==> src/rtl/cdt_pkg.sv <==
package cdt_pkg;
  localparam int AW = 3;
  typedef enum logic [AW-1:0] {
    A_RUN  = 3'd0,
    A_MODE = 3'd1,
    A_LOAD = 3'd2,
    A_CNT  = 3'd3,
    A_MASK = 3'd4,
    A_FLAG = 3'd5
  } reg_idx_e;
endpackage

==> src/rtl/cdt_regs.sv <==
module cdt_regs
  import cdt_pkg::*;
#(
  parameter int DW = 32
) (
  input  logic          clk_i,
  input  logic          rst_ni,
  input  logic [AW-1:0] addr_i,
  input  logic [DW-1:0] wdata_i,
  input  logic          we_i,
  input  logic          run_i,
  input  logic [DW-1:0] cnt_i,
  input  logic          flag_i,
  output logic          start_o,
  output logic          stop_o,
  output logic          clr_o,
  output logic          periodic_o,
  output logic          mask_o,
  output logic [DW-1:0] load_o,
  output logic [DW-1:0] rdata_o
);
  logic wr_run, wr_mode, wr_load, wr_mask;

  assign wr_run  = we_i && (addr_i == A_RUN);
  assign wr_mode = we_i && (addr_i == A_MODE);
  assign wr_load = we_i && (addr_i == A_LOAD);
  assign wr_mask = we_i && (addr_i == A_MASK);

  assign start_o = wr_run &&  wdata_i[0];
  assign stop_o  = wr_run && !wdata_i[0];
  assign clr_o   = we_i && (addr_i == A_FLAG) && wdata_i[0];

  always_ff @(posedge clk_i or negedge rst_ni) begin
    if (!rst_ni) begin
      periodic_o <= 1'b0;
      mask_o     <= 1'b0;
      load_o     <= '0;
    end else begin
      if (wr_mode) periodic_o <= wdata_i[0];
      if (wr_mask) mask_o     <= wdata_i[0];
      if (wr_load) load_o     <= wdata_i;
    end
  end

  always_comb begin
    rdata_o = '0;
    unique case (addr_i)
      A_RUN:   rdata_o[0] = run_i;
      A_MODE:  rdata_o[0] = periodic_o;
      A_LOAD:  rdata_o    = load_o;
      A_CNT:   rdata_o    = cnt_i;
      A_MASK:  rdata_o[0] = mask_o;
      A_FLAG:  rdata_o[0] = flag_i;
      default: rdata_o    = '0;
    endcase
  end

  // stored fields only move on their own write
  p_load_hold_r11: assert property (@(posedge clk_i) disable iff (!rst_ni)
    !wr_load |=> $stable(load_o));
endmodule

==> src/rtl/cdt_core.sv <==
module cdt_core #(
  parameter int DW = 32
) (
  input  logic          clk_i,
  input  logic          rst_ni,
  input  logic          start_i,
  input  logic          stop_i,
  input  logic          periodic_i,
  input  logic [DW-1:0] load_i,
  output logic          run_o,
  output logic [DW-1:0] cnt_o,
  output logic          expire_o
);
  localparam logic [DW-1:0] ONE = DW'(1);

  logic [DW-1:0] load_eff;

  // zero start value behaves as one
  assign load_eff = (load_i == '0) ? ONE : load_i;
  assign expire_o = run_o && (cnt_o == ONE) && !start_i && !stop_i;

  always_ff @(posedge clk_i or negedge rst_ni) begin
    if (!rst_ni) begin
      run_o <= 1'b0;
      cnt_o <= '0;
    end else if (stop_i) begin
      run_o <= 1'b0;
      cnt_o <= '0;
    end else if (start_i) begin
      run_o <= 1'b1;
      cnt_o <= load_eff;
    end else if (run_o) begin
      if (cnt_o != '0) cnt_o <= cnt_o - ONE;
      else if (periodic_i) cnt_o <= load_eff;
    end
  end

  p_count_down_r3: assert property (@(posedge clk_i) disable iff (!rst_ni)
    run_o && (cnt_o > ONE) && !start_i && !stop_i |=> cnt_o == $past(cnt_o) - ONE);
  p_oneshot_park_r4: assert property (@(posedge clk_i) disable iff (!rst_ni)
    run_o && (cnt_o == '0) && !periodic_i && !start_i && !stop_i |=> cnt_o == '0);
  p_stop_clears_r6: assert property (@(posedge clk_i) disable iff (!rst_ni)
    stop_i |=> (cnt_o == '0) && !run_o);
  p_start_nonzero_r7: assert property (@(posedge clk_i) disable iff (!rst_ni)
    start_i |=> (cnt_o != '0) && run_o);
  p_periodic_reload_r5: assert property (@(posedge clk_i) disable iff (!rst_ni)
    run_o && (cnt_o == '0) && periodic_i && !start_i && !stop_i |=> cnt_o != '0);
endmodule

==> src/rtl/cdt_irq.sv <==
module cdt_irq (
  input  logic clk_i,
  input  logic rst_ni,
  input  logic expire_i,
  input  logic clr_i,
  input  logic mask_i,
  output logic flag_o,
  output logic irq_o
);
  always_ff @(posedge clk_i or negedge rst_ni) begin
    if (!rst_ni)       flag_o <= 1'b0;
    else if (expire_i) flag_o <= 1'b1;  // set beats clear
    else if (clr_i)    flag_o <= 1'b0;
  end

  assign irq_o = flag_o && mask_i;

  p_set_wins_r10: assert property (@(posedge clk_i) disable iff (!rst_ni)
    expire_i |=> flag_o);
  p_clear_r8: assert property (@(posedge clk_i) disable iff (!rst_ni)
    clr_i && !expire_i |=> !flag_o);
  p_sticky_r8: assert property (@(posedge clk_i) disable iff (!rst_ni)
    !clr_i && flag_o |=> flag_o);
  p_irq_needs_flag_r9: assert property (@(posedge clk_i) disable iff (!rst_ni)
    irq_o |-> flag_o);
endmodule

==> src/rtl/cdown_timer.sv <==
module cdown_timer
  import cdt_pkg::*;
#(
  parameter int DW = 32
) (
  input  logic          clk_i,
  input  logic          rst_ni,
  input  logic [AW-1:0] addr_i,
  input  logic [DW-1:0] wdata_i,
  input  logic          we_i,
  output logic [DW-1:0] rdata_o,
  output logic          irq_o
);
  logic          start, stop, clr, periodic, mask, run, expire, flag;
  logic [DW-1:0] load, cnt;

  cdt_regs #(.DW(DW)) i_regs (
    .clk_i, .rst_ni, .addr_i, .wdata_i, .we_i,
    .run_i(run), .cnt_i(cnt), .flag_i(flag),
    .start_o(start), .stop_o(stop), .clr_o(clr),
    .periodic_o(periodic), .mask_o(mask), .load_o(load), .rdata_o
  );

  cdt_core #(.DW(DW)) i_core (
    .clk_i, .rst_ni, .start_i(start), .stop_i(stop),
    .periodic_i(periodic), .load_i(load),
    .run_o(run), .cnt_o(cnt), .expire_o(expire)
  );

  cdt_irq i_irq (
    .clk_i, .rst_ni, .expire_i(expire), .clr_i(clr), .mask_i(mask),
    .flag_o(flag), .irq_o
  );

  p_event_at_one_r4: assert property (@(posedge clk_i) disable iff (!rst_ni)
    expire |=> cnt == '0);
endmodule

==> config.mk <==
export PLATFORM = sky130hd
export DESIGN_NAME = cdown_timer
export DESIGN_NICKNAME = d
export VERILOG_FILES = /design/src/rtl/cdt_pkg.sv /design/src/rtl/cdt_regs.sv /design/src/rtl/cdt_core.sv /design/src/rtl/cdt_irq.sv /design/src/rtl/cdown_timer.sv
export SDC_FILE = /design/constraint.sdc
export NUM_CORES = 1
export LEC_CHECK = 0
export ABC_AREA = 1
export BUFFER_PORTS_ARGS = -buffer_cell sky130_fd_sc_hd__buf_2
export CORE_MARGIN = 2
export CORE_UTILIZATION = 50
export CTS_BUF_LIST = sky130_fd_sc_hd__clkbuf_4 sky130_fd_sc_hd__clkbuf_8
export DETAILED_ROUTE_END_ITERATION = 8
export PLACE_DENSITY_LB_ADDON = 0.2
export SYNTH_ARGS = -nofsm -noshare
export SYNTH_HDL_FRONTEND = slang
export SYNTH_SLANG_ARGS = --single-unit
==> constraint.sdc <==
create_clock -name clk_i -period 2.3 [get_ports clk_i]
set_clock_uncertainty 0.05 [all_clocks]
set_input_delay 0.115 -clock clk_i [delete_from_list [all_inputs] [get_ports clk_i]]
set_output_delay 0.115 -clock clk_i [all_outputs]
set_load 0.01 [all_outputs]
=== Yosys cells after proc, flatten, opt, wreduce, memory -nomap -nowiden ===
Cells that the tools add are included.

* Add/subtract/negate cells: 1
* Equality and inequality tests: 6
* Muxes and demuxes: 12
* Reduce and logical (&&, ||, !) cells: 23

{| class="wikitable"
|+ Operators with widths
! operator !! number
|-
| $mux 32 || 6
|-
| $pmux 31 s2 || 1
|-
| $eq 32x1->1 const B || 1
|-
| $logic_not 32->1 || 1
|-
| $reduce_bool 32->1 || 1
|-
| $sub 32x1->32 const B || 1
|-
| $logic_and 1x1->1 || 12
|-
| $eq 3x2->1 const B || 2
|-
| $eq 3x3->1 const B || 2
|-
| $pmux 1 s6 || 1
|-
| $mux 1 || 4
|-
| $reduce_bool 2->1 || 2
|-
| $reduce_bool 4->1 || 1
|-
| $eq 3x1->1 const B || 1
|-
| $logic_not 1->1 || 3
|-
| $logic_not 3->1 || 1
|-
| $reduce_bool 3->1 || 1
|-
| $reduce_and 2->1 || 1
|}

* Flip-flop bits (word level): 68
* Input bits: 38
* Output and inout port bits: 33
* Word-level logic and storage cells: 48

=== Depth between registers and ports, before layout ===
* Depth after elaboration: 7
* Depth in mapped cells: 13
* Gate-level depth less buffers: 12

=== Hierarchy ===
From an unflattened synthesis, not the netlist that was laid out.

* Cells, all modules: 736
* Area total of the unflattened synthesis: 4685.7 µm²

{| class="wikitable"
|+ Modules (own cells, without submodules)
! module !! times used !! cells an instance !! area each (µm²) !! sequential area each (µm²)
|-
| cdt_core || 1 || 454 || 2757.6 || 825.8
|-
| cdt_regs || 1 || 275 || 1880.6 || 850.8
|-
| cdt_irq || 1 || 7 || 47.5 || 25.0
|}

=== Worst setup path after synthesis ===
No wires, ideal clock.

* Path kind: reg2reg
* Start: register i_core.cnt_o[0]
* End: register i_core.cnt_o[9]
* Library setup time: 0.117 ns
* Arrival time: 1.678 ns
* Required time: 2.133 ns
* Path slack: 0.456 ns
* Cell stages (with the launch flop): 14
* Buffers on the path: 2
* Period minus slack after synthesis: 1.844 ns
* Cells stage by stage: dfrtp_1 > inv_1 > ha_1 > nand2_2 > nor2_8 > nand2_4 > nor2_4 > buf_6 > nor2_2 > buf_6 > o21ai_2 > nand2_1 > nand2_1 > nand2_1

* Longest elaborated chain between the ends: 5
* Elaborated cells between the ends (all ways): 8
* Classes of those cells: add/sub: 1; mux: 4; reduce/logical: 3

{| class="wikitable"
|+ RTL lines
! element !! RTL line !! source
|-
| from (decl) || cdt_core.sv:11 || <nowiki>output logic [DW-1:0] cnt_o,</nowiki>
|-
| from (signal assigned) || cdt_core.sv:31 || <nowiki>cnt_o <= load_eff;</nowiki>
|-
| from (signal assigned) || cdt_core.sv:33 || <nowiki>if (cnt_o != '0) cnt_o <= cnt_o - ONE;</nowiki>
|-
| from (signal assigned) || cdt_core.sv:34 || <nowiki>else if (periodic_i) cnt_o <= load_eff;</nowiki>
|-
| $sub 32x1->32 / $reduce_bool 32->1 (equally long branches) || cdt_core.sv:33 ||
|-
| $mux 32 || cdt_core.sv:33 ||
|-
| $mux 32 || cdt_core.sv:32 || <nowiki>end else if (run_o) begin</nowiki>
|-
| $mux 32 || cdt_core.sv:29 || <nowiki>end else if (start_i) begin</nowiki>
|-
| $mux 32 || cdt_core.sv:26 || <nowiki>end else if (stop_i) begin</nowiki>
|}

Several ways; a longest one is shown, not always the timed one. The select of a mux whose other input is x is not followed.
A chain may end at the register's enable or synchronous reset.

=== Worst setup path after layout ===
* Start: register i_core.cnt_o[21]
* End: register i_core.cnt_o[0]

* Longest elaborated chain between the ends: 5
* Elaborated cells between the ends (all ways): 7
* Classes of those cells: mux: 4; reduce/logical: 3

{| class="wikitable"
|+ RTL lines
! element !! RTL line
|-
| $reduce_bool 32->1 * || cdt_core.sv:33
|-
| $mux 32 || cdt_core.sv:33
|-
| $mux 32 || cdt_core.sv:32
|-
| $mux 32 || cdt_core.sv:29
|-
| $mux 32 || cdt_core.sv:26
|}

Mark *: on every way between the ends. The rest lies on a longest branch, timed or not. The select of a mux whose other input is x is not followed.

==> flow_summary.json <==
{
  "hold_class": "primary input to flip-flop",
  "worst-endpoint-arrival_ps": 2320,
  "cts.reportedPaths.clkPinSlew_ps": 90,
  "cts_root_buf": "clkbuf_8",
  "syn-num-nets": 741,
  "max_freq_mhz": 472,
  "cp-start-kind": "flip-flop",
  "die_width_um": 101,
  "n_fill_cell": 782,
  "post_synth_num_cell_types": 36,
  "htree_levels": 3,
  "tightest_slew_ps": 662,
  "synthesis_stage_register_bit_count": 68,
  "timing_worst_setup_path_type": "flip-flop to flip-flop",
  "synth_top_family_by_area": "simple AND/OR/NAND/NOR gates",
  "power_per_cell_area_nw_per_um2": 1000,
  "worst_hold_path.endpoint": "i_regs.mask_o",
  "synthXorXnorAreaFrac_pct": 0.562,
  "setup_viol_count_final": 0,
  "placed_wire_length_estimate_um": 11400,
  "grt-ovfl-total": 0,
  "synthAdderAreaFrac_pct": 0.535,
  "drt_first_iter_violations": 480,
  "clock_tree.buffer_depth": 2,
  "syn2layout_area_growth_pct": 25.4,
  "required_ps": 2500,
  "crit_fanout": 10,
  "vias": 5227,
  "post_synth.cell_area_avg_um2": 6.67,
  "hold_violations": 0,
  "cts.sink_count": 68,
  "critical_path.reg2reg.endpoint": "i_core.cnt_o[0]",
  "route.detailed.drc": 0,
  "synth.mux.area_fraction_pct": 2.17,
  "max_slew_margin_pct": 55.8,
  "end_kind": "flip-flop",
  "outcome": "finished, final reports clean",
  "placed_cells_incl_taps": 897,
  "crit_family": "simple AND/OR/NAND/NOR gates",
  "synth_flop_cell": "dfrtp_1",
  "die_h_um": 101,
  "cts_buffers": 9,
  "wl_per_cell_um": 16.5,
  "cp.buffers_inverters": 2,
  "ff2ff_path_depth": 12,
  "synth_seq_area_share_pct": 36.4,
  "final_cells": 945,
  "worstPathCellList": "nor2_1 > nand2_1 > nor2_2 > nand2_2 > nor2_4 > buf_4 > nand3_2 > nand2_4 > nor2_4 > buf_4 > nand3_1 > nand2_1",
  "power.leakage_uw": 0.00315,
  "vias_per_cell": 5.53,
  "floorplan.initialDensity_pct": 51.1,
  "min_period_over_period_pct": 92.1,
  "crit-reg2reg-launch": "i_core.cnt_o[21]",
  "netlist.area_leader.share_pct": 36.4,
  "post_route_cells_drive_above_1_share_pct": 20.7,
  "clock_insertion_delay_worst_skew_ps": 360,
  "critPathSlowestCell": "dfrtp_1",
  "cp_slowest_stage_delay_ps": 390,
  "max-vdd-ir-drop_mv": 0.480,
  "synth_simple_gate_area_share_pct": 39.1,
  "report.final.slew_viol_count": 0,
  "post-route-min-period_ps": 2120,
  "num_antenna_cells": 0,
  "ys_top_cells_by_count": "nand2_1, nor2_1, inv_1",
  "ys.warnings.count": 0,
  "synth_compound_gate_area_share_pct": 11.8,
  "synth_async_sr_flop_share_pct": 100,
  "cell_type_with_the_highest_aggregate_area_in_the_netlist": "dfrtp_1",
  "antenna_violating_nets_post_route": 0,
  "max_cap_viol_count": 0,
  "route.final.wire_length_um": 15600,
  "floorplan_core_area_um2": 9150,
  "antenna_found_initial": 0,
  "fin_util_pct": 64.1,
  "via_count_of_the_first_global_routing_pass": 4819,
  "finalNetCount": 869,
  "number_of_enable_flip_flop_cells_after_synthesis": 0,
  "routabilityCongestion": 0.985,
  "worst_hold_path.num_cells": 3,
  "grt_max_degree": 56,
  "globalRouteTotalUtil_pct": 32.1,
  "cts_tree": "done",
  "yosys.cell_count.top_type": "nand2_1",
  "synth_cells": 701,
  "register_to_register_setup_slack_ps": 180,
  "hold_start": "addr_i[2]",
  "rows": 35,
  "drt-pass1-iter-count": 5,
  "grt_setup_unrepaired": "no",
  "dieArea_um2": 10100,
  "boundaryPins": 71,
  "portBuffers": 70,
  "wire_length_of_the_first_global_routing_pass_um": 25000,
  "yosys-top-cells-area": "dfrtp_1, nand2_1, nor2_1, inv_1, nand3_1",
  "mappedNetlistArea_um2": 4680
}
cell families after synthesis:
family	count (synthesis)
compound gates	97
xor+xnor	3
fa+ha+maj	2
buf+inv	104
flops	68
mux	9
simple gates	418
worst register-to-register path, delay by kind of cell, from the launching register on:
family | cells | cell delay, ps
simple gates | 10 | 1180
flops | 1 | 390
buf+inv | 2 | 380
cell usage in the layout, fill, tap and decap left out, drive strengths merged, types with 3 or more instances in the layout:
cell type	netlist	layout
o22ai	22	22
a21oi	31	31
nand2	221	221
xor2	3	3
clkinv	1	5
inv	81	82
clkbuf	9	9
nand4	7	7
dfrtp	68	68
nand3	60	60
dlygate4sd3	0	32
buf	13	107
nor3	10	10
nor2	117	117
mux2	9	9
o21ai	40	40
power by group:
group,switching (uW),total [uW],internal [uW]
registers,320,1880,1560
clock network,533,1150,618
logic,1780,2840,1060
total,2630,5880,3250
state kept, by name (all words and copies together) (netlist names):
| signal | cells |
|---|---|
| i_core.cnt_o | 32 |
| i_regs.load_o | 32 |
| i_core.run_o | 1 |
| i_irq.flag_o | 1 |
| i_regs.mask_o | 1 |
| i_regs.periodic_o | 1 |
how the worst max path moves through the flow:
stage                                   to  cells past startpoint  slack [ps]              from
after global placement     i_core.cnt_o[2]                     11         -40   i_core.cnt_o[0]
after floorplan            i_core.cnt_o[9]                     13         460   i_core.cnt_o[0]
after global routing      i_core.cnt_o[29]                     11          30  i_core.cnt_o[21]
final                      i_core.cnt_o[0]                     12         180  i_core.cnt_o[21]
after detailed placement   i_core.cnt_o[2]                     11         -70   i_core.cnt_o[0]
after CTS                 i_core.cnt_o[29]                     11         170  i_core.cnt_o[18]
per-layer routing:
| metal | global-route usage, % | routed length [um] |
|---|---|---|
| met5 | 0 | 0 |
| met3 | 6.66 | 1520 |
| met2 | 48.3 | 6990 |
| met1 | 47.2 | 6850 |
| met4 | 8.01 | 285 |
through the flow:
stage / instance area, um^2 / setup TNS [ps] / power (uW) / setup slack (ps) / hold slack, ps
3_5_place_dp: 5310 / -126 / 4610 / -65.7 / 10.8
4_1_cts: 5860 / 0 / 5810 / 169 / 55.3
3_3_place_gp: 5310 / -41.0 / 4550 / -41.0 / 7.67
6_report: 5870 / 0 / 5880 / 182 / 57.8
2_1_floorplan: 4680 / 0 / 3610 / 456 / -231
5_1_grt: 5870 / 0 / 6300 / 27.1 / 102
timing repair:
action | 4_1_cts | 5_1_grt
hold buffers | 32 | 0
resized for setup | 1 | 3
setup buffers | 0 | 0
endpoints found under the hold margin | 45 | 0
gates cloned | 0 | 0
setup endpoints to repair | 3 | 1
cell type report:
type	instances	area, um^2	area share (%)
clock buffers	9	124	2.11
clock inverters	7	100	1.71
inverters	82	308	5.25
multi-input cells	529	2540	43.3
flip-flops and latches	68	1700	29.0
well taps	111	139	2.37
repair buffers	139	952	16.2
Power figures use the tool's default switching activity.
